===== src/rtl/agu_pkg.sv =====
package agu_pkg;
   typedef enum logic [2:0] {
      AM_BASE_DISP  = 3'd0,
      AM_BASE_IDX   = 3'd1,
      AM_SCALED     = 3'd2,
      AM_SCALED_DSP = 3'd3,
      AM_UPDATE     = 3'd4,
      AM_ADDR_ONLY  = 3'd5,
      AM_RSVD6      = 3'd6,
      AM_RSVD7      = 3'd7
   } agu_mode_e;

   typedef struct packed {
      logic use_index;
      logic use_disp;
      logic use_scale;
      logic is_mem;
      logic is_addr_only;
      logic is_update;
   } agu_ctl_t;
endpackage


===== src/rtl/agu_decode.sv =====
module agu_decode
   import agu_pkg::*;
(
   input  logic [2:0] mode,
   output agu_ctl_t   ctl
);
   agu_mode_e m;
   assign m = agu_mode_e'(mode);

   always_comb begin
      ctl = '0;
      unique case (m)
         AM_BASE_DISP: begin
            ctl.use_disp = 1'b1;
            ctl.is_mem   = 1'b1;
         end
         AM_BASE_IDX: begin
            ctl.use_index = 1'b1;
            ctl.is_mem    = 1'b1;
         end
         AM_SCALED: begin
            ctl.use_index = 1'b1;
            ctl.use_scale = 1'b1;
            ctl.is_mem    = 1'b1;
         end
         AM_SCALED_DSP: begin
            ctl.use_index = 1'b1;
            ctl.use_scale = 1'b1;
            ctl.use_disp  = 1'b1;
            ctl.is_mem    = 1'b1;
         end
         AM_UPDATE: begin
            ctl.use_disp  = 1'b1;
            ctl.is_mem    = 1'b1;
            ctl.is_update = 1'b1;
         end
         AM_ADDR_ONLY: begin
            ctl.use_index    = 1'b1;
            ctl.use_scale    = 1'b1;
            ctl.use_disp     = 1'b1;
            ctl.is_addr_only = 1'b1;
         end
         default: ctl = '0;
      endcase
   end
endmodule


===== src/rtl/agu_scaler.sv =====
module agu_scaler #(
   parameter int ADDR_W  = 32,
   parameter int SCALE_W = 2
) (
   input  logic [ADDR_W-1:0]  idx_in,
   input  logic [SCALE_W-1:0] shamt,
   input  logic               enable,
   output logic [ADDR_W-1:0]  idx_out
);
   localparam int MAX_SHIFT = (1 << SCALE_W) - 1;

   if (MAX_SHIFT >= ADDR_W) begin : g_bad_scale
      $error("agu_scaler: shift range must stay below ADDR_W");
   end

   logic [ADDR_W-1:0] stage [MAX_SHIFT+1];

   for (genvar s = 0; s <= MAX_SHIFT; s++) begin : g_shift
      assign stage[s] = idx_in << s;
   end

   assign idx_out = enable ? stage[shamt] : idx_in;
endmodule


===== src/rtl/agu_adder3.sv =====
module agu_adder3 #(
   parameter int ADDR_W  = 32,
   parameter bit USE_CSA = 1'b1
) (
   input  logic [ADDR_W-1:0] a,
   input  logic [ADDR_W-1:0] b,
   input  logic [ADDR_W-1:0] c,
   output logic [ADDR_W-1:0] sum
);
   if (USE_CSA) begin : g_csa
      logic [ADDR_W-1:0] psum;
      logic [ADDR_W-1:0] pcar;
      for (genvar i = 0; i < ADDR_W; i++) begin : g_bit
         assign psum[i] = a[i] ^ b[i] ^ c[i];
         assign pcar[i] = (a[i] & b[i]) | (a[i] & c[i]) | (b[i] & c[i]);
      end
      assign sum = psum + {pcar[ADDR_W-2:0], 1'b0};
   end else begin : g_direct
      assign sum = a + b + c;
   end
endmodule


===== src/rtl/agu_unit.sv =====
module agu_unit
   import agu_pkg::*;
#(
   parameter int ADDR_W  = 32,
   parameter int DISP_W  = 16,
   parameter int SCALE_W = 2,
   parameter bit USE_CSA = 1'b1
) (
   input  logic               clk,
   input  logic               rst_n,
   input  logic               in_valid,
   input  logic [2:0]         mode,
   input  logic [SCALE_W-1:0] scale,
   input  logic [ADDR_W-1:0]  base,
   input  logic [ADDR_W-1:0]  index,
   input  logic [DISP_W-1:0]  disp,
   output logic               mem_req,
   output logic [ADDR_W-1:0]  mem_addr,
   output logic               result_valid,
   output logic [ADDR_W-1:0]  result_data,
   output logic               wb_en,
   output logic [ADDR_W-1:0]  wb_data
);
   localparam int EXT_W = ADDR_W - DISP_W;

   if (DISP_W < 1 || DISP_W >= ADDR_W) begin : g_bad_disp
      $error("agu_unit: DISP_W must be between 1 and ADDR_W-1");
   end
   if (ADDR_W < 2) begin : g_bad_addr
      $error("agu_unit: ADDR_W too small");
   end

   agu_ctl_t          ctl;
   logic [ADDR_W-1:0] disp_ext;
   logic [ADDR_W-1:0] idx_scaled;
   logic [ADDR_W-1:0] idx_term;
   logic [ADDR_W-1:0] disp_term;
   logic [ADDR_W-1:0] eff_addr;

   agu_decode u_dec (
      .mode (mode),
      .ctl  (ctl)
   );

   agu_scaler #(.ADDR_W(ADDR_W), .SCALE_W(SCALE_W)) u_scl (
      .idx_in  (index),
      .shamt   (scale),
      .enable  (ctl.use_scale),
      .idx_out (idx_scaled)
   );

   assign disp_ext  = {{EXT_W{disp[DISP_W-1]}}, disp};
   assign idx_term  = ctl.use_index ? idx_scaled : '0;
   assign disp_term = ctl.use_disp  ? disp_ext   : '0;

   agu_adder3 #(.ADDR_W(ADDR_W), .USE_CSA(USE_CSA)) u_add (
      .a   (base),
      .b   (idx_term),
      .c   (disp_term),
      .sum (eff_addr)
   );

   always_ff @(posedge clk or negedge rst_n) begin
      if (!rst_n) begin
         mem_req      <= 1'b0;
         mem_addr     <= '0;
         result_valid <= 1'b0;
         result_data  <= '0;
         wb_en        <= 1'b0;
         wb_data      <= '0;
      end else begin
         mem_req      <= in_valid & ctl.is_mem;
         result_valid <= in_valid & ctl.is_addr_only;
         wb_en        <= in_valid & ctl.is_update;
         if (in_valid & ctl.is_mem)       mem_addr    <= eff_addr;
         if (in_valid & ctl.is_addr_only) result_data <= eff_addr;
         if (in_valid & ctl.is_update)    wb_data     <= eff_addr;
      end
   end
endmodule


===== config.mk =====
export PLATFORM = sky130hd
export DESIGN_NAME = agu_unit
export DESIGN_NICKNAME = d
export VERILOG_FILES = /design/src/rtl/agu_pkg.sv /design/src/rtl/agu_decode.sv /design/src/rtl/agu_scaler.sv /design/src/rtl/agu_adder3.sv /design/src/rtl/agu_unit.sv
export SDC_FILE = /design/constraint.sdc
export NUM_CORES = 1
export LEC_CHECK = 0
export BUFFER_PORTS_ARGS = -buffer_cell sky130_fd_sc_hd__buf_2
export CORE_ASPECT_RATIO = 1.4
export CORE_UTILIZATION = 39
export DETAILED_ROUTE_END_ITERATION = 10
export SETUP_SLACK_MARGIN = 0.5
export SYNTH_ARGS = -nofsm -noshare
export SYNTH_HDL_FRONTEND = slang
export SYNTH_SLANG_ARGS = --single-unit

===== constraint.sdc =====
create_clock -name clk -period 1.4 [get_ports clk]
set_input_delay 0.14 -clock clk [delete_from_list [all_inputs] [get_ports clk]]
set_output_delay 0.14 -clock clk [all_outputs]
set_load 0.01 [all_outputs]

==> results.json <==
{
  "die_h_um": 167.1,
  "worstSetupEndpointType": "register",
  "relSlewSlack_pct": 69.91,
  "slowest_delay_ps": 490,
  "synth_cells": 845,
  "area_growth_pct": 68.92,
  "whs_ps": 262.2,
  "fin_crit_ps": 3366,
  "cp_data_arrival_time_ps": 3580,
  "clock-root-buffer": "clkbuf_16",
  "yosysMostFrequentCell": "nand2_1",
  "drv_cap": 0,
  "fin_crit_sh_pct": 240.5,
  "final_layout_size_suffix_gt1_share_pct": 53.03,
  "crit_path_max_fanout": 4,
  "start_util_pct": 39.69,
  "numCtsBuffers": 9,
  "cts_max_level": 3,
  "required_ps": 1620,
  "yosysUniqueCellTypes": 61,
  "syn_avg_cell_area_um2": 8.991,
  "worst_slack_ps": -1966,
  "leakagePower_nw": 6.424,
  "synth_edf_count": 0,
  "r2r_cells": 3,
  "synth_fp_nets": 995,
  "yosysSeqAreaShare_pct": 32.61,
  "gp_congestion": 0.8864,
  "setup_viol": 96,
  "wl_per_cell_um": 16.48,
  "finalNetCount": 1463,
  "io-pin-count": 187,
  "post-dp-hpwl_um": 18640,
  "synth-seq-cells": 99,
  "cpMostUsedCell": "buf_6",
  "die-area_um2": 20050,
  "drt-initial-drc-count": 429,
  "power.total_mw": 19.30,
  "synth.cell_area_um2": 7597,
  "status": "finished with violations",
  "synth_commonest_cells": "nand2_1, dfrtp_1, o21ai_0",
  "drt-total-wl_um": 25810,
  "regArea_um2": 2477,
  "ys.flop_type": "dfrtp_1",
  "diodes": 0,
  "cts.clk_slew.worst_paths_ps": 70,
  "rows": 60,
  "cts_sinks": 99,
  "synth.area.top_cells": "dfrtp_1, mux4_2, nand2_1",
  "portBuffers": 186,
  "netlist.area_leader.share_pct": 32.61,
  "cts_tree": "done",
  "worstMarginPinSlew_ps": 451.3,
  "first_global_vias": 7899,
  "worstSetupStartpointType": "input pin",
  "ir_drop_v": 0.0007739,
  "grt_first_pass_wirelength_um": 39030,
  "drc": 0,
  "detail_route.first_pass.iterations": 5,
  "vias_per_cell": 5.204,
  "hold_path_class": "in2async",
  "slew_violations": 0,
  "final-hold-violation-count": 0,
  "clock_latency_ps": 340,
  "rsz0062_at_grt": "true",
  "path_cells": "buf_8 -> nor2b_4 -> a21o_1 -> buf_6 -> buf_6 -> buf_6 -> a22oi_2 -> fa_1 -> inv_2 -> ha_4 -> a21o_1 -> nand4_1 -> a211o_4 -> a2111o_1 -> a211o_1 -> o211ai_1 -> buf_4 -> o21ai_2",
  "skew_ps": 0,
  "antenna_found_initial": 0,
  "ant_nets": 0,
  "synth_top_area_cell": "dfrtp_1",
  "yosysWarnings": 0,
  "final_cell_area_um2": 12830,
  "crit_type": "in2reg",
  "dieWidth_um": 120.0,
  "slowest_stage": "fa_1",
  "max_freq_mhz": 297.1,
  "vias": 8150,
  "core_um2": 19140,
  "placed_cells": 1426,
  "grt_max_degree": 39,
  "synthArstFlopShare_pct": 100.0,
  "fillers": 1503,
  "dp_slack_ps": -2504,
  "grt_overflow": 0,
  "violations": "setup timing",
  "gr-usage-all-layers_pct": 24.48,
  "multi_input_area_um2": 5739,
  "place_area_um2": 10360,
  "layout.cells.non_filler": 1566,
  "p_per_area_nw_per_um2": 1504,
  "cts_buffer_depth": 2
}
registers in the layout, indices dropped and copies added (netlist names):
| register | cells |
|---|---|
| mem_addr | 32 |
| mem_req | 1 |
| result_data | 32 |
| result_valid | 1 |
| wb_data | 32 |
| wb_en | 1 |
cell families after synthesis:
kind of cell,Yosys count,synth area share (%)
and+or+nand+nor,271,15.89
AOI/OAI and AO/OA,244,21.81
buffers and inverters,99,5.040
DFF,99,32.61
adders and majority gates,62,11.79
xor gates and xnor gates,40,4.611
muxes,30,8.251
path summary, 6_finish.rpt:
kind	from	slack [ps]	endpoint
min in group clk	base[0]	300	result_data[0]
worst min-delay path	rst_n	260	mem_addr[6]
worst max-delay path	mode[0]	-1970	wb_data[24]
max in group asynchronous	rst_n	680	wb_data[0]
worst min register to register	wb_data[9]	480	wb_data[9]
worst max register to register	wb_data[30]	360	wb_data[30]
metal layers:
metal / vias up / wire length, µm / GRT usage (%)
li1: 3966 / - / -
met1: 3917 / 10470 / 29.78
met2: 219 / 13770 / 44.80
met3: 48 / 760 / 1.499
met4: 0 / 816 / 9.130
met5: - / 0 / 0
per-stage QoR:
stage	util (%)	setup TNS, ps
floorplan	-	-158910
global placement	54.13	-191550
detailed placement	54.13	-195760
CTS	63.16	-140460
global route	67.04	-159580
finish	67.04	-147980
cell usage in the layout (no fill, tap or decap), types with 6 or more instances in the layout:
master | Yosys | layout
buf_4 | 0 | 274
buf_2 | 8 | 160
nand2_1 | 156 | 148
dfrtp_1 | 99 | 99
buf_6 | 0 | 55
inv_1 | 49 | 44
o21ai_1 | 0 | 40
o21ai_2 | 1 | 34
ha_1 | 46 | 34
nor2_1 | 33 | 28
mux4_2 | 26 | 26
a21o_1 | 25 | 25
xnor2_1 | 34 | 23
nand4_1 | 20 | 20
o21bai_1 | 19 | 19
o21ai_0 | 90 | 16
a21oi_1 | 28 | 15
a22o_1 | 15 | 15
nand3_1 | 20 | 15
fa_1 | 16 | 13
ha_4 | 0 | 10
buf_12 | 0 | 10
clkbuf_16 | 0 | 9
a21oi_2 | 0 | 8
inv_2 | 3 | 8
and2_1 | 7 | 7
a22oi_2 | 0 | 7
a211o_1 | 8 | 7
xnor2_4 | 0 | 6
nand2_2 | 0 | 6
power breakdown:
part	switching (mW)	total [mW]	leakage, nW	internal [mW]
Combinational	5.58	11.7	5.01	6.13
Sequential	0.716	4.71	1.24	4.00
Clock	1.11	2.88	0.171	1.76
critical path: cells and delay by family:
kind,cells,cell delay [ps]
buf+inv,6,730
simple gates,2,290
compound gates,8,1810
fa+ha+maj,2,610
repair_timing:
item | in CTS | in global routing
hold buffers | 1 | 0
setup endpoints to repair | 195 | 263
buffers inserted | 78 | 44
gates cloned | 1 | 0
endpoints found under the hold margin | 31 | 0
pin swaps | 89 | 62
gates resized for setup | 193 | 99
layout make-up:
type                    count  area share, %
clock buffers               9          1.755
clock inverters             7         0.9457
inverters                  52          1.521
multi-input cells         647          44.72
flip-flops and latches     99          19.30
well taps                 248          2.418
repair buffers            504          29.34
(Power assumes the default switching activity.)
